**src/rtl/acc_csr_pkg.sv**
```systemverilog
package acc_csr_pkg;

  localparam int DW      = 32;
  localparam int NREG    = 9;
  localparam int EINFO_W = 30;
  localparam int UNITS_W = 3;

  // register slots, word index = byte offset / 4
  localparam int IX_VER   = 0;
  localparam int IX_DESC  = 1;
  localparam int IX_CTRL  = 2;
  localparam int IX_CMD   = 3;
  localparam int IX_STAT  = 4;
  localparam int IX_ESTAT = 5;
  localparam int IX_FADDR = 6;
  localparam int IX_CUR   = 7;
  localparam int IX_INIT  = 8;

  // command bits (write-one)
  localparam int CMD_RST   = 0;
  localparam int CMD_CLRI  = 8;
  localparam int CMD_CLRE  = 9;
  localparam int CMD_BATCH = 16;

  localparam logic [DW-1:0] CTRL_MASK = 32'hFFFF_0090;
  localparam int CTRL_IE = 4;

  typedef enum logic [2:0] {
    ST_IDLE  = 3'd0,
    ST_BUSY  = 3'd1,
    ST_ERR   = 3'd2,
    ST_FAULT = 3'd3,
    ST_DONE  = 3'd4
  } eng_st_t;

  function automatic logic [DW-1:0] ver_word(input int variant);
    logic [7:0] v;
    v = 8'(variant);
    if (variant >= 4) return {16'h0, v, 8'h0};
    return {24'h0, v};
  endfunction

  function automatic logic [DW-1:0] stat_word(input eng_st_t st, input logic full,
                                              input logic errf,
                                              input logic [UNITS_W-1:0] units,
                                              input logic batch,
                                              input logic [7:0] istate);
    logic [DW-1:0] s;
    s        = '0;
    s[2:0]   = st;
    s[3]     = full;
    s[4]     = errf;
    s[11:9]  = units;
    s[16]    = batch;
    s[17]    = ~batch;
    s[31:24] = istate;
    return s;
  endfunction

  function automatic logic st_may_launch(input eng_st_t st);
    return (st == ST_IDLE) || (st == ST_DONE);
  endfunction

  function automatic logic st_is_error(input eng_st_t st);
    return (st == ST_ERR) || (st == ST_FAULT);
  endfunction

endpackage

```
**src/rtl/acc_csr_bus.sv**
```systemverilog
module acc_csr_bus
  import acc_csr_pkg::*;
#(
  parameter int ADDR_W = 6
) (
  input  logic                     bus_wr,
  input  logic [ADDR_W-1:0]        bus_addr,
  input  logic [NREG-1:0][DW-1:0]  rd_vals,
  output logic [NREG-1:0]          wr_sel,
  output logic [DW-1:0]            rdata
);
  localparam int IW = ADDR_W - 2;

  logic [IW-1:0] idx;
  logic          aligned;

  assign idx     = bus_addr[ADDR_W-1:2];
  assign aligned = (bus_addr[1:0] == 2'b00);

  for (genvar g = 0; g < NREG; g++) begin : g_sel
    assign wr_sel[g] = bus_wr & aligned & (idx == IW'(g));
  end

  always_comb begin
    rdata = '0;
    for (int i = 0; i < NREG; i++) begin
      if (aligned && (idx == IW'(i))) rdata = rd_vals[i];
    end
  end

endmodule

```
**src/rtl/acc_csr_job.sv**
```systemverilog
module acc_csr_job
  import acc_csr_pkg::*;
(
  input  logic          clk,
  input  logic          rst_n,
  input  logic          wr_desc,
  input  logic          wr_cmd,
  input  logic [DW-1:0] wdata,
  input  logic          eng_done,
  input  logic          eng_err,
  input  logic          eng_fault,
  input  logic [DW-1:0] eng_cur_addr,
  output eng_st_t       st_q,
  output logic          full_q,
  output logic [DW-1:0] held_q,
  output logic [DW-1:0] init_q,
  output logic [DW-1:0] cur_q,
  output logic          pend_q,
  output logic          errf_q,
  output logic          start_q,
  output logic [DW-1:0] start_addr_q,
  output logic          ev_soft_rst,
  output logic          ev_clr_err,
  output logic          ev_launch,
  output logic          ev_queue,
  output logic          ev_err_take,
  output logic          ev_fault_take,
  output logic          ev_relaunch
);
  logic          busy;
  logic          ev_clr_int;
  logic          ev_done_take;
  logic [DW-1:0] relaunch_addr;

  assign busy          = (st_q == ST_BUSY);
  assign ev_soft_rst   = wr_cmd & wdata[CMD_RST];
  assign ev_clr_int    = wr_cmd & wdata[CMD_CLRI] & ~ev_soft_rst;
  assign ev_clr_err    = wr_cmd & wdata[CMD_CLRE] & ~ev_soft_rst;
  assign ev_launch     = wr_desc & st_may_launch(st_q);
  assign ev_queue      = wr_desc & busy & ~full_q;
  assign ev_fault_take = busy & eng_fault;
  assign ev_err_take   = busy & eng_err & ~eng_fault;
  assign ev_done_take  = busy & eng_done & ~eng_err & ~eng_fault;
  assign ev_relaunch   = ev_done_take & (full_q | ev_queue);
  assign relaunch_addr = full_q ? held_q : wdata;

  always_ff @(posedge clk or negedge rst_n) begin
    if (!rst_n) begin
      st_q         <= ST_IDLE;
      full_q       <= 1'b0;
      held_q       <= '0;
      init_q       <= '0;
      cur_q        <= '0;
      pend_q       <= 1'b0;
      errf_q       <= 1'b0;
      start_q      <= 1'b0;
      start_addr_q <= '0;
    end else if (ev_soft_rst) begin
      st_q    <= ST_IDLE;
      full_q  <= 1'b0;
      pend_q  <= 1'b0;
      errf_q  <= 1'b0;
      start_q <= 1'b0;
    end else begin
      start_q <= ev_launch | ev_relaunch;
      if (ev_clr_int) begin
        pend_q <= 1'b0;
        if (st_q == ST_DONE) st_q <= ST_IDLE;
      end
      if (ev_clr_err) begin
        errf_q <= 1'b0;
        if (st_is_error(st_q)) st_q <= ST_IDLE;
      end
      if (ev_launch) begin
        st_q         <= ST_BUSY;
        init_q       <= wdata;
        cur_q        <= wdata;
        start_addr_q <= wdata;
      end
      if (busy) cur_q <= eng_cur_addr;
      if (ev_queue) begin
        full_q <= 1'b1;
        held_q <= wdata;
      end
      if (ev_fault_take) begin
        st_q   <= ST_FAULT;
        errf_q <= 1'b1;
        pend_q <= 1'b1;
        full_q <= 1'b0;
      end else if (ev_err_take) begin
        st_q   <= ST_ERR;
        errf_q <= 1'b1;
        pend_q <= 1'b1;
        full_q <= 1'b0;
      end else if (ev_done_take) begin
        pend_q <= 1'b1;
        full_q <= 1'b0;
        if (ev_relaunch) begin
          init_q       <= relaunch_addr;
          cur_q        <= relaunch_addr;
          start_addr_q <= relaunch_addr;
        end else begin
          st_q <= ST_DONE;
        end
      end
    end
  end

endmodule

```
**src/rtl/acc_csr_cfg.sv**
```systemverilog
module acc_csr_cfg
  import acc_csr_pkg::*;
#(
  parameter logic [31:0] CTRL_RST = 32'h0008_0000
) (
  input  logic          clk,
  input  logic          rst_n,
  input  logic          wr_ctrl,
  input  logic          wr_cmd,
  input  logic          ev_soft_rst,
  input  logic [DW-1:0] wdata,
  output logic [DW-1:0] ctrl_q,
  output logic          batch_q
);
  localparam logic [DW-1:0] CTRL_INIT = CTRL_RST & CTRL_MASK;

  always_ff @(posedge clk or negedge rst_n) begin
    if (!rst_n) begin
      ctrl_q  <= CTRL_INIT;
      batch_q <= 1'b0;
    end else if (ev_soft_rst) begin
      ctrl_q  <= CTRL_INIT;
      batch_q <= 1'b0;
    end else begin
      if (wr_ctrl) ctrl_q <= wdata & CTRL_MASK;
      if (wr_cmd && wdata[CMD_BATCH]) batch_q <= 1'b1;
    end
  end

endmodule

```
**src/rtl/acc_csr_errcap.sv**
```systemverilog
module acc_csr_errcap
  import acc_csr_pkg::*;
(
  input  logic               clk,
  input  logic               rst_n,
  input  logic               ev_soft_rst,
  input  logic               ev_clr_err,
  input  logic               ev_err_take,
  input  logic               ev_fault_take,
  input  logic [EINFO_W-1:0] eng_err_info,
  input  logic [DW-1:0]      eng_fault_addr,
  output logic [EINFO_W-1:0] estat_q,
  output logic [DW-1:0]      faddr_q
);
  always_ff @(posedge clk or negedge rst_n) begin
    if (!rst_n) begin
      estat_q <= '0;
      faddr_q <= '0;
    end else if (ev_soft_rst) begin
      estat_q <= '0;
      faddr_q <= '0;
    end else begin
      if (ev_err_take)     estat_q <= eng_err_info;
      else if (ev_clr_err) estat_q <= '0;
      if (ev_fault_take)   faddr_q <= eng_fault_addr;
    end
  end

endmodule

```
**src/rtl/acc_csr_top.sv**
```systemverilog
module acc_csr_top
  import acc_csr_pkg::*;
#(
  parameter int          VARIANT  = 3,
  parameter int          ADDR_W   = 6,
  parameter logic [31:0] CTRL_RST = 32'h0008_0000
) (
  input  logic                clk,
  input  logic                rst_n,
  input  logic                bus_wr,
  input  logic [ADDR_W-1:0]   bus_addr,
  input  logic [31:0]         bus_wdata,
  output logic [31:0]         bus_rdata,
  output logic                job_start,
  output logic [31:0]         job_addr,
  input  logic                eng_done,
  input  logic                eng_err,
  input  logic                eng_fault,
  input  logic [29:0]         eng_err_info,
  input  logic [31:0]         eng_fault_addr,
  input  logic [31:0]         eng_cur_addr,
  input  logic [2:0]          eng_units,
  input  logic [7:0]          eng_istate,
  output logic                irq
);
  localparam logic [DW-1:0] VER_VAL = ver_word(VARIANT);

  logic [NREG-1:0]         wr_sel;
  logic [NREG-1:0][DW-1:0] rd_vals;

  eng_st_t             st_q;
  logic                full_q, pend_q, errf_q, batch_q;
  logic [DW-1:0]       held_q, init_q, cur_q, ctrl_q, faddr_q;
  logic [EINFO_W-1:0]  estat_q;
  logic                ev_soft_rst, ev_clr_err, ev_launch, ev_queue;
  logic                ev_err_take, ev_fault_take, ev_relaunch;
  logic                ctrl_ie;

  acc_csr_bus #(.ADDR_W(ADDR_W)) u_bus (
    .bus_wr   (bus_wr),
    .bus_addr (bus_addr),
    .rd_vals  (rd_vals),
    .wr_sel   (wr_sel),
    .rdata    (bus_rdata)
  );

  acc_csr_job u_job (
    .clk           (clk),
    .rst_n         (rst_n),
    .wr_desc       (wr_sel[IX_DESC]),
    .wr_cmd        (wr_sel[IX_CMD]),
    .wdata         (bus_wdata),
    .eng_done      (eng_done),
    .eng_err       (eng_err),
    .eng_fault     (eng_fault),
    .eng_cur_addr  (eng_cur_addr),
    .st_q          (st_q),
    .full_q        (full_q),
    .held_q        (held_q),
    .init_q        (init_q),
    .cur_q         (cur_q),
    .pend_q        (pend_q),
    .errf_q        (errf_q),
    .start_q       (job_start),
    .start_addr_q  (job_addr),
    .ev_soft_rst   (ev_soft_rst),
    .ev_clr_err    (ev_clr_err),
    .ev_launch     (ev_launch),
    .ev_queue      (ev_queue),
    .ev_err_take   (ev_err_take),
    .ev_fault_take (ev_fault_take),
    .ev_relaunch   (ev_relaunch)
  );

  acc_csr_cfg #(.CTRL_RST(CTRL_RST)) u_cfg (
    .clk         (clk),
    .rst_n       (rst_n),
    .wr_ctrl     (wr_sel[IX_CTRL]),
    .wr_cmd      (wr_sel[IX_CMD]),
    .ev_soft_rst (ev_soft_rst),
    .wdata       (bus_wdata),
    .ctrl_q      (ctrl_q),
    .batch_q     (batch_q)
  );

  acc_csr_errcap u_err (
    .clk            (clk),
    .rst_n          (rst_n),
    .ev_soft_rst    (ev_soft_rst),
    .ev_clr_err     (ev_clr_err),
    .ev_err_take    (ev_err_take),
    .ev_fault_take  (ev_fault_take),
    .eng_err_info   (eng_err_info),
    .eng_fault_addr (eng_fault_addr),
    .estat_q        (estat_q),
    .faddr_q        (faddr_q)
  );

  always_comb begin
    rd_vals           = '0;
    rd_vals[IX_VER]   = VER_VAL;
    rd_vals[IX_DESC]  = full_q ? held_q : '0;
    rd_vals[IX_CTRL]  = ctrl_q;
    rd_vals[IX_CMD]   = '0;
    rd_vals[IX_STAT]  = stat_word(st_q, full_q, errf_q, eng_units, batch_q, eng_istate);
    rd_vals[IX_ESTAT] = {{(DW-EINFO_W){1'b0}}, estat_q};
    rd_vals[IX_FADDR] = faddr_q;
    rd_vals[IX_CUR]   = cur_q;
    rd_vals[IX_INIT]  = init_q;
  end

  assign ctrl_ie = ctrl_q[CTRL_IE];
  assign irq     = ctrl_ie & pend_q;

endmodule

```
**config.mk**
```make
export PLATFORM = sky130hd
export DESIGN_NAME = acc_csr_top
export DESIGN_NICKNAME = d
export VERILOG_FILES = /design/src/rtl/acc_csr_pkg.sv /design/src/rtl/acc_csr_bus.sv /design/src/rtl/acc_csr_job.sv /design/src/rtl/acc_csr_cfg.sv /design/src/rtl/acc_csr_errcap.sv /design/src/rtl/acc_csr_top.sv
export SDC_FILE = /design/constraint.sdc
export NUM_CORES = 1
export LEC_CHECK = 0
export BUFFER_PORTS_ARGS = -buffer_cell sky130_fd_sc_hd__buf_2
export CELL_PAD_IN_SITES_DETAIL_PLACEMENT = 1
export CELL_PAD_IN_SITES_GLOBAL_PLACEMENT = 1
export CORE_UTILIZATION = 43
export DETAILED_ROUTE_END_ITERATION = 8
export GPL_TIMING_DRIVEN = 0
export HOLD_SLACK_MARGIN = 0.1
export PLACE_DENSITY_LB_ADDON = 0.1
export RECOVER_POWER = 25
export SLEW_MARGIN = 20
export SYNTH_ARGS = -nofsm -noshare
export SYNTH_HDL_FRONTEND = slang
export SYNTH_SLANG_ARGS = --single-unit
```
**constraint.sdc**
```tcl
create_clock -name clk -period 2.25 [get_ports clk]
set_clock_uncertainty 0.1 [all_clocks]
set_input_delay 0.225 -clock clk [delete_from_list [all_inputs] [get_ports clk]]
set_output_delay 0.225 -clock clk [all_outputs]
set_load 0.01 [all_outputs]
```
==> metrics.md <==
| Metric | Value |
|---|---|
| Startpoint types | `register` |
| Syn Area/Cell | `9.42 um2` |
| DP Worst Slack | `-1.38 ns` |
| WL per Instance | `29.1 um` |
| Synth area leaders | `dfrtp_1, nand2_1, a21oi_1` |
| Slew HR | `roughly 16%` |
| Failing checks | `setup timing` |
| Design Area, Final | `16700 um2` |
| Via/cell ratio | `6.58` |
| Area after DPL | `13800 um2` |
| Die area | `29000 um2` |
| Post-synth cell types | `between 60 and 70` |
| Clk Latency, worst-skew pair | `0.55 ns` |
| Largest net degree at the start of global routing | `90` |
| Syn nets | `1441` |
| Max Cap Viol | `0` |
| Die H | `about 170 um` |
| GRT overflow | `0` |
| Dominant cell by count in the synthesized netlist | `dfrtp_1` |
| WP data required | `1.92 ns` |
| Arr. time, crit path | `2.22 ns` |
| Core box area | `27800 um2` |
| Pins Over Slew Limit | `0` |
| Setup TNS | `-14.32 ns` |
| DRT Pass-1 Iters | `7` |
| Placed cell count | `between 1500 and 2000` |
| RSZ-0062 raised after global routing | `yes` |
| Final Util | `60.1%` |
| PwrDens | `699 nW/um2` |
| Cell count after synthesis | `roughly 1300` |
| Yosys top cell area share | `between 40 and 50%` |
| Antenna violations before repair | `1` |
| Critical Path Start | `u_job.full_q$_DFFE_PN0P_` |
| Primary FF master, synth | `dfrtp_1` |
| Final total power | `between 10 and 15 mW` |
| Post-DP HPWL | `41.8 mm` |
| Row count | `61` |
| Fmax | `between 300 and 400 MHz` |
| Via count | `13700` |
| Clk slew on worst S/H paths | `0.06 ns` |
| CTS Buf Count | `26` |
| I/O Pins | `215` |
| Final min period | `2.55 ns` |
| CTS HTree Levels | `1` |
| Synth area leader | `dfrtp_1` |
| Ys async rst share | `100%` |
| Status | `complete, but fails checks` |
| Post-synthesis instance area | `12200 um2` |
| Port buffer count | `210` |
| CP Capture Type | `output pin` |
| Flops & latches, synth | `216` |
| Routed WL | `60.6 mm` |
| TritonCTS clock tree | `done` |
| Fin Hold WS | `0.0985 ns` |
| Peak supply drop | `483 uV` |
| HP Class | `input port to async pin` |
| Setup WS post-layout | `-0.298 ns` |
| Ys Warns | `0` |
| EDFF count, synth | `0` |
| Fillers | `3188` |
| Die width | `170 um` |
| Post-synthesis sequential area ratio | `44.4%` |
| Nets | `about 1800` |
| Vias in the first global route | `14100` |
| Starting Density | `43.8%` |
| Finish-stage setup viols | `77` |
| Area Growth Syn to Fin | `37.2%` |
| Max FO, Critical Path | `8` |
| Worst-Margin Slew | `between 1 and 1.5 ns` |
| First-pass GRT wire length | `89.0 mm` |
| Fraction of layout cells with a size suffix above 1 | `29.9%` |
| Reg2reg start | `u_job.full_q$_DFFE_PN0P_` |
| Routed Antenna Nets | `0` |
| Initial DRC count | `1572` |
| Sink Count | `216` |
| Synth cell count leaders | `dfrtp_1, nand2_1, a21oi_1, clkbuf_1, inv_1` |
| Final cell count without fillers | `2081` |
| GRT Total Usage | `41.7%` |
| Final Cycle Share | `113%` |
| Crit Path Class | `register to output pin` |
| Clock root buffer | `clkbuf_16` |
| LEAKAGE | `7.47 nW` |
| Residual DRC count | `0` |
| Final RePlAce weighted congestion | `0.958` |
| Endpoints failing hold | `0` |
| Max Root-Sink Buffers | `3` |
==> layout by cell type, fill, tap and decap left out, drive strengths merged, types with 43 or more instances in the layout <==
cell type / count
buf: 297
dfrtp: 215
nand2: 152
dlygate4sd3: 131
clkbuf: 113
a21oi: 100
o2bb2ai: 65
inv: 62
a31oi: 55
a211oi: 43
==> layer usage <==
metal | wire, um | GRT usage, %
met1 | 23800 | 52.7
met2 | 27600 | 66.7
met3 | 4550 | 5.84
met4 | 4740 | 27.7
met5 | 0 | 0
==> worst max-delay path, cell delays in order, from the launching register on <==
cell and delay, ns:
dfrtp_2 0.51, buf_8 0.18, nand3b_1 0.18, a211oi_2 0.10, a221oi_2 0.42, o21ai_1 0.11
buf_2 0.16
==> power by group <==
part           switching (mW)  total (mW)  internal [mW]  leakage (nW)
Clock                    1.79        4.47           2.67         0.443
Combinational            1.23        2.22          0.992          4.19
Sequential              0.545        4.98           4.43          2.84
==> what timing repair did <==
item                                   in CTS  in global routing
hold buffers                              131                  0
setup endpoints to repair                 241                196
pin swaps                                  28                 20
gates resized for setup                   147                 72
endpoints found under the hold margin     345                  0
cloned                                      0                  0
buffers inserted                           18                 10
==> final timing paths <==
| path | endpoint | slack, ns | depth (start not counted) |
|---|---|---|---|
| min in group clk | u_job.st_q[0]$_DFF_PN0_ | 0.14 | 3 |
| max in group asynchronous | u_job.start_addr_q[20]$_DFFE_PN0N_ | 0.17 | 4 |
| max | bus_rdata[18] | -0.30 | 6 |
| max reg2reg | u_job.held_q[31]$_DFFE_PN0P_ | -0.30 | 5 |
| min reg2reg | u_job.start_addr_q[23]$_DFFE_PN0N_ | 0.38 | 1 |
| min | u_err.estat_q[9]$_DFFE_PN0P_ | 0.1 | 2 |
==> cell families (layout without fill, tap and decap cells) <==
kind of cell	Yosys count	in the layout	share of synthesized area, %
DFF	216	216	44.4
AOI/OAI and AO/OA	521	521	31.8
buffers and inverters	203	613	7.15
muxes	50	50	4.54
other	0	1	0
and+or+nand+nor	302	302	12.1
==> registers in the layout, indices dropped and copies added (netlist names) <==
signal / cells
u_cfg.batch_q: 1
u_cfg.ctrl_q: 18
u_job.errf_q: 1
u_job.full_q: 1
u_err.estat_q: 30
u_job.start_addr_q: 32
u_job.start_q: 1
u_job.st_q: 3
u_job.held_q: 32
u_job.pend_q: 1
u_job.cur_q: 32
u_job.init_q: 32
u_err.faddr_q: 32
==> cell type report <==
cell class / instances / area [um2] / area share [%]
tap: 378 / 473 / 2.83
clock inverter: 8 / 92.6 / 0.555
multi-input combinational: 873 / 6230 / 37.3
buffer: 133 / 800 / 4.79
clock buffer: 39 / 801 / 4.80
sequential: 216 / 5410 / 32.4
inverter: 63 / 239 / 1.43
antenna: 1 / 2.50 / 0.0150
timing repair buffer: 370 / 2650 / 15.8
Power figures use the tool's default switching activity.
